### config.mk
export PLATFORM = sky130hd
export DESIGN_NAME = baud_gen
export DESIGN_NICKNAME = d
export VERILOG_FILES = /design/src/rtl/baud_pkg.sv /design/src/rtl/baud_sel_reg.sv /design/src/rtl/baud_prescaler.sv /design/src/rtl/baud_pow2_stage.sv /design/src/rtl/baud_channel.sv /design/src/rtl/baud_gen.sv
export SDC_FILE = /design/constraint.sdc
export NUM_CORES = 1
export LEC_CHECK = 0
export BUFFER_PORTS_ARGS = -buffer_cell sky130_fd_sc_hd__buf_2
export CORE_UTILIZATION = 25
export DETAILED_ROUTE_END_ITERATION = 6
export PLACE_DENSITY = 0.46
export SLEW_MARGIN = 20
export SYNTH_ARGS = -nofsm -noshare
export SYNTH_HDL_FRONTEND = slang
export SYNTH_HIERARCHICAL = 1
export SYNTH_SLANG_ARGS = --single-unit
### constraint.sdc
create_clock -name clk -period 4.3 [get_ports clk]
set_input_delay 0.43 -clock clk [delete_from_list [all_inputs] [get_ports clk]]
set_output_delay 0.43 -clock clk [all_outputs]
set_load 0.1 [all_outputs]
### src/rtl/baud_pkg.sv
package baud_pkg;

    localparam int SEL_W     = 16;
    localparam int PRE_LSB   = 8;
    localparam int PRE_W     = 5;
    localparam int DIV_W     = 3;
    localparam int DIVCNT_W  = 5;
    localparam int NUM_CH    = 2;
    localparam int CH_TX     = 0;
    localparam int CH_RX     = 1;

    typedef enum logic [DIV_W-1:0] {
        DIV_BY2   = 3'd0,
        DIV_BY4   = 3'd1,
        DIV_BY8   = 3'd2,
        DIV_BY16  = 3'd3,
        DIV_BY32  = 3'd4,
        DIV_RSV5  = 3'd5,
        DIV_RSV6  = 3'd6,
        DIV_BYONE = 3'd7
    } div_code_e;

    typedef struct packed {
        logic [PRE_W-1:0]    pre_last;
        logic [DIVCNT_W-1:0] div_last;
    } rate_cfg_t;

    function automatic logic [DIVCNT_W-1:0] div_terminal(input div_code_e code);
        logic [DIVCNT_W-1:0] t;
        case (code)
            DIV_BY2, DIV_BY4, DIV_BY8, DIV_BY16, DIV_BY32:
                t = DIVCNT_W'((1 << (int'(code) + 1)) - 1);
            DIV_BYONE: t = '0;
            default:   t = DIVCNT_W'(1);
        endcase
        return t;
    endfunction

    function automatic rate_cfg_t decode_sel(input logic [SEL_W-1:0] sel);
        rate_cfg_t c;
        c.pre_last = sel[PRE_LSB +: PRE_W];
        c.div_last = div_terminal(div_code_e'(sel[DIV_W-1:0]));
        return c;
    endfunction

endpackage

### src/rtl/baud_sel_reg.sv
module baud_sel_reg
    import baud_pkg::*;
(
    input  logic             clk,
    input  logic             rst,
    input  logic             wr,
    input  logic [SEL_W-1:0] wdata,
    output logic [SEL_W-1:0] sel_q
);
    always_ff @(posedge clk) begin
        if (rst)
            sel_q <= '0;
        else if (wr)
            sel_q <= wdata;
    end
endmodule

### src/rtl/baud_prescaler.sv
module baud_prescaler
    import baud_pkg::*;
(
    input  logic             clk,
    input  logic             rst,
    input  logic             restart,
    input  logic [PRE_W-1:0] pre_last,
    output logic             pre_tick
);
    logic [PRE_W-1:0] cnt_q;

    assign pre_tick = (cnt_q >= pre_last);

    always_ff @(posedge clk) begin
        if (rst || restart)
            cnt_q <= '0;
        else if (pre_tick)
            cnt_q <= '0;
        else
            cnt_q <= cnt_q + 1'b1;
    end
endmodule

### src/rtl/baud_pow2_stage.sv
module baud_pow2_stage
    import baud_pkg::*;
(
    input  logic                clk,
    input  logic                rst,
    input  logic                restart,
    input  logic                pre_tick,
    input  logic [DIVCNT_W-1:0] div_last,
    output logic                tick
);
    logic [DIVCNT_W-1:0] cnt_q;
    logic                wrap;

    assign wrap = (cnt_q >= div_last);
    assign tick = pre_tick && wrap;

    always_ff @(posedge clk) begin
        if (rst || restart)
            cnt_q <= '0;
        else if (pre_tick)
            cnt_q <= wrap ? '0 : cnt_q + 1'b1;
    end
endmodule

### src/rtl/baud_channel.sv
module baud_channel
    import baud_pkg::*;
(
    input  logic      clk,
    input  logic      rst,
    input  logic      restart,
    input  rate_cfg_t cfg,
    output logic      tick,
    output logic      sck
);
    logic pre_tick;

    baud_prescaler u_pre (
        .clk      (clk),
        .rst      (rst),
        .restart  (restart),
        .pre_last (cfg.pre_last),
        .pre_tick (pre_tick)
    );

    baud_pow2_stage u_pow (
        .clk      (clk),
        .rst      (rst),
        .restart  (restart),
        .pre_tick (pre_tick),
        .div_last (cfg.div_last),
        .tick     (tick)
    );

    always_ff @(posedge clk) begin
        if (rst || restart)
            sck <= 1'b0;
        else if (tick)
            sck <= ~sck;
    end
endmodule

### src/rtl/baud_gen.sv
module baud_gen
    import baud_pkg::*;
(
    input  logic             clk,
    input  logic             rst,
    input  logic             tx_sel_wr,
    input  logic [SEL_W-1:0] tx_sel_data,
    input  logic             rx_sel_wr,
    input  logic [SEL_W-1:0] rx_sel_data,
    input  logic             rx_follow_tx,
    output logic             tx_tick,
    output logic             tx_sck,
    output logic             rx_tick,
    output logic             rx_sck
);
    logic [SEL_W-1:0]  tx_sel_q;
    logic [SEL_W-1:0]  rx_sel_q;
    logic              follow_q;
    rate_cfg_t         ch_cfg [NUM_CH];
    logic [NUM_CH-1:0] ch_restart;
    logic [NUM_CH-1:0] ch_tick;
    logic [NUM_CH-1:0] ch_sck;

    baud_sel_reg u_tx_sel (
        .clk   (clk),
        .rst   (rst),
        .wr    (tx_sel_wr),
        .wdata (tx_sel_data),
        .sel_q (tx_sel_q)
    );

    baud_sel_reg u_rx_sel (
        .clk   (clk),
        .rst   (rst),
        .wr    (rx_sel_wr),
        .wdata (rx_sel_data),
        .sel_q (rx_sel_q)
    );

    always_ff @(posedge clk) begin
        follow_q <= rx_follow_tx;
    end

    always_comb begin
        ch_cfg[CH_TX]     = decode_sel(tx_sel_q);
        ch_cfg[CH_RX]     = decode_sel(rx_follow_tx ? tx_sel_q : rx_sel_q);
        ch_restart[CH_TX] = tx_sel_wr;
        ch_restart[CH_RX] = (rx_follow_tx ? tx_sel_wr : rx_sel_wr)
                          || (rx_follow_tx != follow_q);
    end

    for (genvar g = 0; g < NUM_CH; g++) begin : g_ch
        baud_channel u_ch (
            .clk     (clk),
            .rst     (rst),
            .restart (ch_restart[g]),
            .cfg     (ch_cfg[g]),
            .tick    (ch_tick[g]),
            .sck     (ch_sck[g])
        );
    end

    assign tx_tick = ch_tick[CH_TX];
    assign tx_sck  = ch_sck[CH_TX];
    assign rx_tick = ch_tick[CH_RX];
    assign rx_sck  = ch_sck[CH_RX];
endmodule

## Word-level counts from Yosys, hierarchy flattened

Index checks and enable logic that the tools add are counted.

- Input bits: 37
- Output and inout port bits: 4
- Register bits after elaboration: 49

- Eq/ne operators: 11
- Add/subtract/negate cells: 8
- Shift operators: 2
- Order comparisons: 4
- Bitwise gates (word level): 2
- Reduce and logical (&&, ||, !) cells: 11
- Muxes and demuxes: 6

Operator list:

| cell | number |
|---|---|
| $add 5x1->5 const B | 4 |
| $ge 5x5->1 | 4 |
| $pmux 5 s2 | 2 |
| $mux 13 | 1 |
| $eq 3x2->1 const B | 4 |
| $eq 3x3->1 const B | 4 |
| $mux 5 | 2 |
| $reduce_or 5->1 | 2 |
| $shl 1x4->5 const A | 2 |
| $sub 5x2->5 const B | 2 |
| $add 3x1->4 const B | 2 |
| $eq 3x1->1 const B | 2 |
| $logic_not 3->1 | 2 |
| $reduce_or 2->1 | 2 |
| $logic_or 1x1->1 | 3 |
| $logic_and 1x1->1 | 2 |
| $not 1->1 | 2 |
| $mux 1 | 1 |
| $ne 1x1->1 | 1 |

## Logic depth before layout (Yosys ltp)

Gate-level depths: netlist (run 1).

- Depth after elaboration: 7
- Gate-level depth with buffers: 17

## By module

The synthesis (run 1) kept the hierarchy.

By module, submodules not included:

| module | area each (um^2) | times used | cells an instance |
|---|---|---|---|
| baud_sel_reg | 580.6 | 2 | 52 |
| baud_pow2_stage | 372.9 | 2 | 39 |
| baud_prescaler | 331.6 | 2 | 36 |
| baud_gen | 430.4 | 1 | 60 |
| baud_channel | 38.8 | 2 | 3 |

## Worst setup path before layout (run 1)

No wires, ideal clock.

- Path type: input -> output
- From: in rx_follow_tx
- To: out rx_tick
- Stages: 11
- Setup slack: 444 ps
- Arrival: 3,426 ps
- Required time: 3,870 ps
- Path through: buf_2 -> o21ai_0 -> ha_1 -> or4b_1 -> a21o_1 -> a22oi_2 -> inv_1 -> ha_1 -> o21ai_0 -> o21ai_1 -> and2_1

RTL lines:

| element | RTL line | text |
|---|---|---|
| from (decl) | baud_gen.sv:10 | `input logic rx_follow_tx,` |
| to (decl) | baud_gen.sv:13 | `output logic rx_tick,` |

==> impl_metrics.json, run 1 <==
{
  "cts_buffers": 5,
  "clk_path_buf_depth": 2,
  "antennaDiodeCount": 0,
  "die-area_um2": 10600,
  "cpMostUsedCell": "ha_1",
  "ant_nets": 0,
  "crit_path_cell_trace": "and2_2 -> ha_1 -> nor2b_1 -> nand2_1 -> ha_1 -> nand2_1 -> a211o_1 -> o211ai_1 -> inv_1 -> ha_1 -> a211oi_1 -> o21ai_1 -> and2_1 -> buf_2",
  "portBuffers": 24,
  "crit_type": "reg2out",
  "wl_per_cell_um": 12.0,
  "slew_headroom": 0.515,
  "root_buffer": "clkbuf_8",
  "drv_cap": 0,
  "cts_tree": "yes",
  "p_comb_frac": 0.193,
  "dieHeight_um": 103,
  "clkLatencyLatePin_ns": 0.29,
  "avgSynthCellArea_um2": 9.33,
  "wl_um": 5140,
  "p_sw_uw": 249,
  "rr_worst_depth": 15,
  "cp.arrival_ns": 3.53,
  "die_x_um": 103,
  "drt_iter0_drc": 40,
  "fin_crit_sh": 0.920,
  "period_needed_ns": 3.96,
  "track_usage": 0.106,
  "hold_depth": 3,
  "critPathCaptureType": "output pin",
  "clkTransAtPathRegs_ns": 0.08,
  "area_growth_pct": 13.7,
  "grt_first_pass_wirelength_um": 8800,
  "critPathTopFamily": "simple AND/OR/NAND/NOR gates",
  "multiInputGateArea_um2": 1570,
  "setup_viol_count_final": 0,
  "htree_num_levels": 2,
  "irDropWorstVdd_uv": 161,
  "finalCoreUtilization": 0.294,
  "place_hpwl_um": 3880,
  "nFillCells": 1106,
  "regArea_um2": 781,
  "vias": 1964,
  "synth_nets": 338,
  "dpl_cell_area_um2": 2770,
  "yosys_warnings": 6,
  "post_cts_buffers": 0,
  "path_max_fanout": 9,
  "startpoint_type": "flop",
  "cpPeakStageDelay_ns": 0.48,
  "grt_max_degree": 31,
  "whs_ns": 0.368,
  "overflow": 0,
  "cp.depth": 14,
  "synthCells": 272,
  "min-delay-path-class": "in2reg",
  "drt-pass1-iter-count": 4,
  "route.detailed.drc": 0,
  "finalInstanceArea_um2": 2890,
  "globalplace.congestion": 0.732,
  "finalSetupTns_ns": 0,
  "finalMaxSlewViolations": 0,
  "hold_violations": 0,
  "p_leak_uw": 0.00118,
  "cp_data_required_time_ns": 3.87,
  "numClockSinks": 39,
  "final_common_cell": "dfxtp_1",
  "cp_num_buf_inv": 2,
  "slowest_stage": "dfxtp_1",
  "grt_pass1_vias": 1898,
  "final_cell_mix": "dfxtp_1, ha_1, inv_1, nor2_1, buf_2",
  "synth_area_um2": 2540,
  "power.share.sequential": 0.437,
  "total_power_uw": 883,
  "start_util": 0.258,
  "clkPwrFrac": 0.369,
  "drive_gt1_frac": 0.180,
  "timing.fmax_mhz": 253,
  "switching_share": 0.282,
  "num_rows": 36,
  "internal_power_uw": 634,
  "ios": 41,
  "status": "finished clean",
  "coreArea_um2": 9820,
  "p_per_area_nw_per_um2": 306,
  "worstMarginPinSlew_ns": 0.725,
  "antenna_found_initial": 0,
  "via_per_inst": 4.59,
  "rsz0062_at_grt": "false",
  "skew_ns": 0.00584,
  "nets": 360
}
==> per-layer routing <==
metal,global-route usage,share of wire,up-vias
met5,0,0,-
met1,0.145,0.51,906
met2,0.170,0.46,23
met3,0.0258,0.029,2
met4,0.0228,0.0045,0
li1,-,-,1033
==> state kept, by name, indices dropped and copies added (netlist names) <==
signal,cells
follow_q,1
g_ch.u_ch/sck,2
g_ch.u_ch/u_pow/cnt_q,10
g_ch.u_ch/u_pre/cnt_q,10
u_rx_sel/sel_q,8
u_tx_sel/sel_q,8
==> final timing paths <==
check / startpoint / end / slack [ns]
max: u_tx_sel/sel_q[1]$_SDFFE_PP0P_ / tx_tick / 0.34
min: tx_sel_data[1] / u_tx_sel/sel_q[1]$_SDFFE_PP0P_ / 0.37
max reg2reg: u_tx_sel/sel_q[1]$_SDFFE_PP0P_ / g_ch[0].u_ch/sck$_SDFFE_PP0P_ / 1.01
min reg2reg: g_ch[0].u_ch/u_pre/cnt_q[0]$_SDFF_PP0_ / g_ch[0].u_ch/u_pre/cnt_q[0]$_SDFF_PP0_ / 0.49
==> power by group through the flow <==
stage	clock network (µW)	logic (µW)	registers (µW)
CTS	344	172	386
finish	326	171	386
global placement	0	170	394
global route	357	194	388
floorplan	0	132	392
detailed placement	0	172	394
==> worst min-delay path, delay by kind of cell <==
family,cells,cell delay (ns)
AND/OR/NAND/NOR,1,0.07
multiplexers,1,0.05
buffers and inverters,1,0.07
==> metrics by stage <==
stage / worst slack, ns / std cells
after global placement: 0.498 / 420
after global routing: 0.0329 / 428
after CTS: 0.280 / 428
after floorplan: 0.444 / 272
final: 0.343 / 428
after detailed placement: 0.530 / 420
==> area by class of cell <==
class / count / share of cell area
timing repair buffer: 28 / 0.0572
clock inverter: 2 / 0.0121
tap: 133 / 0.0577
multi-input combinational: 197 / 0.544
clock buffer: 6 / 0.0286
inverter: 23 / 0.0299
sequential: 39 / 0.271
==> repair_timing <==
item                       in CTS  in global routing
hold buffers                    0                  0
setup endpoints to repair       0                  1
resized for setup               0                  1
(Power assumes the default switching activity.)
==> run 2, diff against run 1 <==
--- a/config.mk
+++ b/config.mk
@@ -8,9 +8,8 @@
 export BUFFER_PORTS_ARGS = -buffer_cell sky130_fd_sc_hd__buf_2
 export CORE_UTILIZATION = 25
 export DETAILED_ROUTE_END_ITERATION = 6
-export PLACE_DENSITY = 0.46
+export PLACE_DENSITY = 0.47
 export SLEW_MARGIN = 20
 export SYNTH_ARGS = -nofsm -noshare
 export SYNTH_HDL_FRONTEND = slang
-export SYNTH_HIERARCHICAL = 1
 export SYNTH_SLANG_ARGS = --single-unit
==> run 2 against run 1 <==
Net effect:
- the run now ends with design-rule violations left
- sequential share of layout area up 2.8 points
- critical path depth unchanged
- critical path type unchanged
- design area down 9.4%
- synthesized area down 9.6%
- die area down 9.4%
- register-to-register slack worse by 0.15 ns
- first-iteration DRC count up 80%
- final cell count down 8.6%
- via count down 6.3%
- combinational power down 20%
- hold slack better by 0.0069 ns
==> impl_metrics.json, run 2 <==
{
  "dp_slack_ns": 0.570,
  "synth_top_area_share": 0.340,
  "final_common_cell": "dfxtp_1",
  "status": "complete, but fails checks",
  "worstMarginPinSlew_ns": 0.901,
  "ant_nets": 0,
  "rr_worst_depth": 14,
  "cp_data_required_time_ns": 3.87,
  "yosysMostFrequentCell": "dfxtp_1",
  "irDropWorstVdd_uv": 132,
  "wl_um": 4650,
  "antenna_found_initial": 0,
  "synth_area_um2": 2290,
  "startpoint_type": "flop",
  "track_usage": 0.103,
  "async_flop_share": 0,
  "numClockSinks": 39,
  "overflow": 0,
  "vias": 1841,
  "finalCoreUtilization": 0.297,
  "ios": 41,
  "critPathCaptureType": "output pin",
  "skew_ns": 0.00604,
  "synthAdderAreaFrac": 0.153,
  "post_cts_buffers": 0,
  "synthMuxAreaShare": 0.0971,
  "clkPwrFrac": 0.319,
  "path_max_fanout": 9,
  "hold_buffers": 0,
  "antennaDiodeCount": 0,
  "r2r_setup_slack_ns": 0.86,
  "globalplace.congestion": 0.702,
  "finalMaxSlewViolations": 0,
  "via_per_inst": 4.71,
  "drv_cap": 0,
  "synth_compound_area_frac": 0.127,
  "drt-pass1-iter-count": 6,
  "die_x_um": 97.8,
  "yosys_warnings": 0,
  "fin_crit_sh": 0.900,
  "crit_type": "reg2out",
  "p_sw_uw": 224,
  "failed_checks": "design-rule violations",
  "largestRegisters": "g_ch.u_ch.u_pow.cnt_q x10, g_ch.u_ch.u_pre.cnt_q x10",
  "post-synth-top-area-cell": "dfxtp_1",
  "clkTransAtPathRegs_ns": 0.08,
  "grt_pass1_vias": 1822,
  "avgSynthCellArea_um2": 8.92,
  "cts_resized": 0,
  "synthDistinctLibCells": 43,
  "route.detailed.drc": 2,
  "dpl_cell_area_um2": 2530,
  "coreArea_um2": 8810,
  "period_needed_ns": 3.87,
  "power.share.sequential": 0.503,
  "rsz0062_at_grt": "false",
  "total_power_uw": 767,
  "place_hpwl_um": 3500,
  "synth-edff-count": 0,
  "p_leak_uw": 0.00114,
  "finalSetupTns_ns": 0,
  "switching_share": 0.292,
  "synthSimpleGateAreaFrac": 0.224,
  "grt_max_degree": 21,
  "dieHeight_um": 97.8,
  "yosys-top-cells-count": "dfxtp_1, nor2_1, ha_1, mux2i_1",
  "p_comb_frac": 0.178,
  "setup_viol_count_final": 0,
  "clkLatencyLatePin_ns": 0.29,
  "drt_iter0_drc": 72,
  "internal_power_uw": 543,
  "cp.arrival_ns": 3.44,
  "seq_area_frac_synth": 0.340,
  "die-area_um2": 9560,
  "min_from": "rx_sel_data[2]",
  "cts_tree": "yes",
  "ys.flop_type": "dfxtp_1",
  "synth_area_leaders": "dfxtp_1, ha_1, mux2i_1",
  "cts_buffers": 5,
  "nets": 347,
  "synth_top_family_by_area": "simple AND/OR/NAND/NOR gates",
  "finalInstanceArea_um2": 2620,
  "timing.fmax_mhz": 259,
  "ys_ff_latch": 39,
  "p_per_area_nw_per_um2": 293,
  "slew_headroom": 0.397,
  "grt_first_pass_wirelength_um": 8180,
  "portBuffers": 24,
  "synthCells": 257,
  "start_util": 0.260,
  "hold_depth": 3,
  "r2r_end": "g_ch[1].u_ch.u_pow.cnt_q[3]$_SDFFE_PP0P_",
  "nFillCells": 938,
  "min-delay-path-class": "in2reg",
  "htree_num_levels": 2,
  "synth_nets": 322,
  "area_growth_pct": 14.0,
  "min_to": "u_rx_sel.sel_q[2]$_SDFFE_PP0P_",
  "hold_violations": 0,
  "synth_xor_area_frac": 0.0306,
  "drive_gt1_frac": 0.159,
  "final_cell_mix": "dfxtp_1, nor2_1, ha_1",
  "root_buffer": "clkbuf_8",
  "wl_per_cell_um": 11.9,
  "fin_ws_ns": 0.432,
  "clk_path_buf_depth": 2,
  "crit-reg2reg-launch": "u_tx_sel.sel_q[0]$_SDFFE_PP0P_",
  "num_rows": 34
}
==> run 2: cells by family after synthesis <==
kind of cell | count (synthesis)
muxes | 22
buffers and inverters | 16
adders and majority gates | 28
and+or+nand+nor | 101
AOI/OAI and AO/OA | 43
xor gates and xnor gates | 8
DFF | 39
==> run 2: worst max-delay path: stages, from the launching register on <==
cell and delay [ns]:
dfxtp_1 0.45, and2_1 0.22, nand2_1 0.06, o21ai_0 0.11
ha_1 0.32, or2_2 0.31, ha_1 0.21, xor2_1 0.17
nand2_1 0.08, ha_1 0.30, nand2_1 0.07, o21ai_2 0.15
a31oi_4 0.15, nor2_1 0.11, buf_2 0.43
==> run 2: layout make-up <==
cell class                      instances  area (µm²)  share of cell area
Multi-Input combinational cell        202        1450               0.554
Sequential cell                        39         781               0.299
Timing Repair Buffer                   26         135              0.0517
Tap cell                              108         135              0.0517
Clock buffer                            6        72.6              0.0278
Inverter                                8        30.0              0.0115
Clock inverter                          2        12.5             0.00478
==> run 2: metal layers <==
layer | wire length [µm] | GRT usage | vias to the layer above | share of wire
li1 | - | - | 966 | -
met1 | 2310 | 0.134 | 849 | 0.50
met2 | 2180 | 0.176 | 24 | 0.47
met3 | 117 | 0.0150 | 2 | 0.025
met4 | 35 | 0.0315 | 0 | 0.0075
met5 | 0 | 0 | - | 0
==> run 2: metrics by stage <==
step | hold slack [ns] | instances
finish | 0.375 | 391
global route | 0.382 | 391
CTS | 0.363 | 391
detailed placement | 0.460 | 383
global placement | 0.455 | 383
floorplan | 0.430 | 257
==> run 2: how the worst max path moves through the flow <==
| stage | start | end | slack [ns] | cells after the start |
|---|---|---|---|---|
| 3_5_place_dp | rx_follow_tx | rx_tick | 0.57 | 14 |
| 6_report | u_tx_sel.sel_q[0]$_SDFFE_PP0P_ | rx_tick | 0.43 | 14 |
| 2_1_floorplan | rx_follow_tx | rx_tick | 0.15 | 11 |
| 5_1_grt | u_tx_sel.sel_q[0]$_SDFFE_PP0P_ | tx_tick | 0.15 | 13 |
| 4_1_cts | u_tx_sel.sel_q[0]$_SDFFE_PP0P_ | rx_tick | 0.38 | 14 |
| 3_3_place_gp | rx_follow_tx | rx_tick | 0.62 | 14 |
==> run 2: power by group through the flow <==
stage	registers [µW]	clock network, µW	logic, µW
4_1_cts	386	260	139
2_1_floorplan	392	0	103
6_report	386	245	137
3_5_place_dp	394	0	138
5_1_grt	389	272	158
3_3_place_gp	394	0	135
==> run 3, diff against run 2 <==
--- a/config.mk
+++ b/config.mk
@@ -8,7 +8,7 @@
 export BUFFER_PORTS_ARGS = -buffer_cell sky130_fd_sc_hd__buf_2
 export CORE_UTILIZATION = 25
 export DETAILED_ROUTE_END_ITERATION = 6
-export PLACE_DENSITY = 0.47
+export PLACE_DENSITY = 0.38
 export SLEW_MARGIN = 20
 export SYNTH_ARGS = -nofsm -noshare
 export SYNTH_HDL_FRONTEND = slang
==> run 3 against run 2 <==
Net effect:
- the flow now finishes without violations
- final cell count unchanged
- non-clock buffer count unchanged
- register-to-register slack worse by 0.04 ns
- global-route usage grew 0.39 points
- flip-flop and latch count is the same
- die area is the same
- total power is 3.4% higher
- sequential share of layout area fell by 0.11 points
- via count shrank 1.5%
==> impl_metrics.json, run 3 (same netlist as run 2, synthesis figures left out) <==
{
  "min-delay-path-class": "in2reg",
  "startpoint_type": "flop",
  "cts_tree": "yes",
  "p_per_area_nw_per_um2": 302,
  "final_common_cell": "dfxtp_1",
  "root_buffer": "clkbuf_8",
  "finalSetupTns_ns": 0,
  "grt_pass1_vias": 1754,
  "via_per_inst": 4.64,
  "cp.arrival_ns": 3.48,
  "skew_ns": 0.00857,
  "drt_iter0_drc": 30,
  "setup_viol_count_final": 0,
  "slew_headroom": 0.433,
  "area_growth_pct": 14.5,
  "dieHeight_um": 97.8,
  "clk_path_buf_depth": 2,
  "cts_buffers": 5,
  "cp_data_required_time_ns": 3.87,
  "hold_violations": 0,
  "wl_per_cell_um": 12.2,
  "r2r_setup_slack_ns": 0.82,
  "p_comb_frac": 0.170,
  "antenna_found_initial": 0,
  "min_from": "tx_sel_data[8]",
  "p_leak_uw": 0.00115,
  "drt-pass1-iter-count": 4,
  "clkPwrFrac": 0.344,
  "track_usage": 0.107,
  "num_rows": 34,
  "hold_buffers": 0,
  "crit-reg2reg-launch": "u_tx_sel.sel_q[0]$_SDFFE_PP0P_",
  "ant_nets": 0,
  "die-area_um2": 9560,
  "whs_ns": 0.363,
  "finalMaxSlewViolations": 0,
  "place_hpwl_um": 3620,
  "clkLatencyLatePin_ns": 0.29,
  "period_needed_ns": 3.91,
  "route.detailed.drc": 0,
  "switching_share": 0.293,
  "timing.fmax_mhz": 256,
  "fin_crit_sh": 0.909,
  "grt_first_pass_wirelength_um": 8130,
  "clkTransAtPathRegs_ns": 0.08,
  "overflow": 0,
  "numClockSinks": 39,
  "vias": 1814,
  "drv_cap": 0,
  "ios": 41,
  "r2r_end": "g_ch[1].u_ch.u_pow.cnt_q[3]$_SDFFE_PP0P_",
  "cts_resized": 0,
  "antennaDiodeCount": 0,
  "worstMarginPinSlew_ns": 0.846,
  "hold_depth": 3,
  "rr_worst_depth": 14,
  "power.share.sequential": 0.486,
  "min_to": "u_tx_sel.sel_q[8]$_SDFFE_PP0P_",
  "htree_num_levels": 2,
  "grt_max_degree": 21,
  "rsz0062_at_grt": "false",
  "p_sw_uw": 232,
  "status": "finished clean",
  "crit_type": "reg2out",
  "portBuffers": 24,
  "largestRegisters": "g_ch.u_ch.u_pow.cnt_q x10, g_ch.u_ch.u_pre.cnt_q x10",
  "die_x_um": 97.8,
  "drive_gt1_frac": 0.159,
  "globalplace.congestion": 0.679,
  "coreArea_um2": 8810,
  "critPathCaptureType": "output pin",
  "path_max_fanout": 9,
  "final_cell_mix": "dfxtp_1, nor2_1, ha_1",
  "irDropWorstVdd_uv": 115,
  "wl_um": 4760,
  "start_util": 0.260,
  "nets": 347,
  "post_cts_buffers": 0,
  "internal_power_uw": 561
}
==> run 3: power by group through the flow <==
stage / Clock (µW) / Sequential (µW) / Combinational, µW
2_1_floorplan: 0 / 392 / 103
3_3_place_gp: 0 / 394 / 137
3_5_place_dp: 0 / 394 / 138
4_1_cts: 287 / 386 / 138
5_1_grt: 299 / 389 / 155
6_report: 273 / 385 / 135
==> run 3: worst max-delay path by stage <==
stage                                    from       to  slack [ns]  cells after the start
2_1_floorplan                    rx_follow_tx  rx_tick        0.15                     11
3_3_place_gp                     rx_follow_tx  rx_tick        0.62                     14
3_5_place_dp                     rx_follow_tx  rx_tick        0.61                     14
4_1_cts        u_tx_sel.sel_q[0]$_SDFFE_PP0P_  rx_tick        0.37                     14
5_1_grt        u_tx_sel.sel_q[0]$_SDFFE_PP0P_  rx_tick        0.11                     14
6_report       u_tx_sel.sel_q[0]$_SDFFE_PP0P_  rx_tick        0.39                     14
==> run 3: through the flow <==
step	util	instances	setup slack (ns)	power [µW]	area, µm²
after detailed placement	0.287	383	0.605	532	2530
after global placement	0.287	383	0.617	531	2530
after global routing	0.298	391	0.107	843	2630
after CTS	0.298	391	0.369	812	2630
final	0.298	391	0.390	793	2630
after floorplan	-	257	0.150	495	2290
==> run 3: critical path, cell delays in order, from the launching register on <==
cell and delay, ns:
dfxtp_1 0.46, and2_1 0.24, nand2_1 0.07, o21ai_0 0.12, ha_1 0.32, or2_2 0.31
ha_1 0.21, xor2_1 0.16, nand2_1 0.08, ha_1 0.30, nand2_1 0.07, o21ai_2 0.15
a31oi_4 0.15, nor2_1 0.12, buf_2 0.43
==> run 3: area by class of cell <==
class	count	area [µm²]
inverter	8	30.0
clock buffer	7	86.3
clock inverter	1	8.76
sequential	39	781
timing repair buffer	26	135
fill	936	6180
multi-input combinational	202	1450
tap	108	135
==> run 3: layer usage <==
| metal | part of all wire | GRT usage |
|---|---|---|
| met2 | 0.45 | 0.179 |
| met3 | 0.048 | 0.0315 |
| met1 | 0.48 | 0.130 |
| met5 | 0 | 0 |
| met4 | 0.015 | 0.0385 |
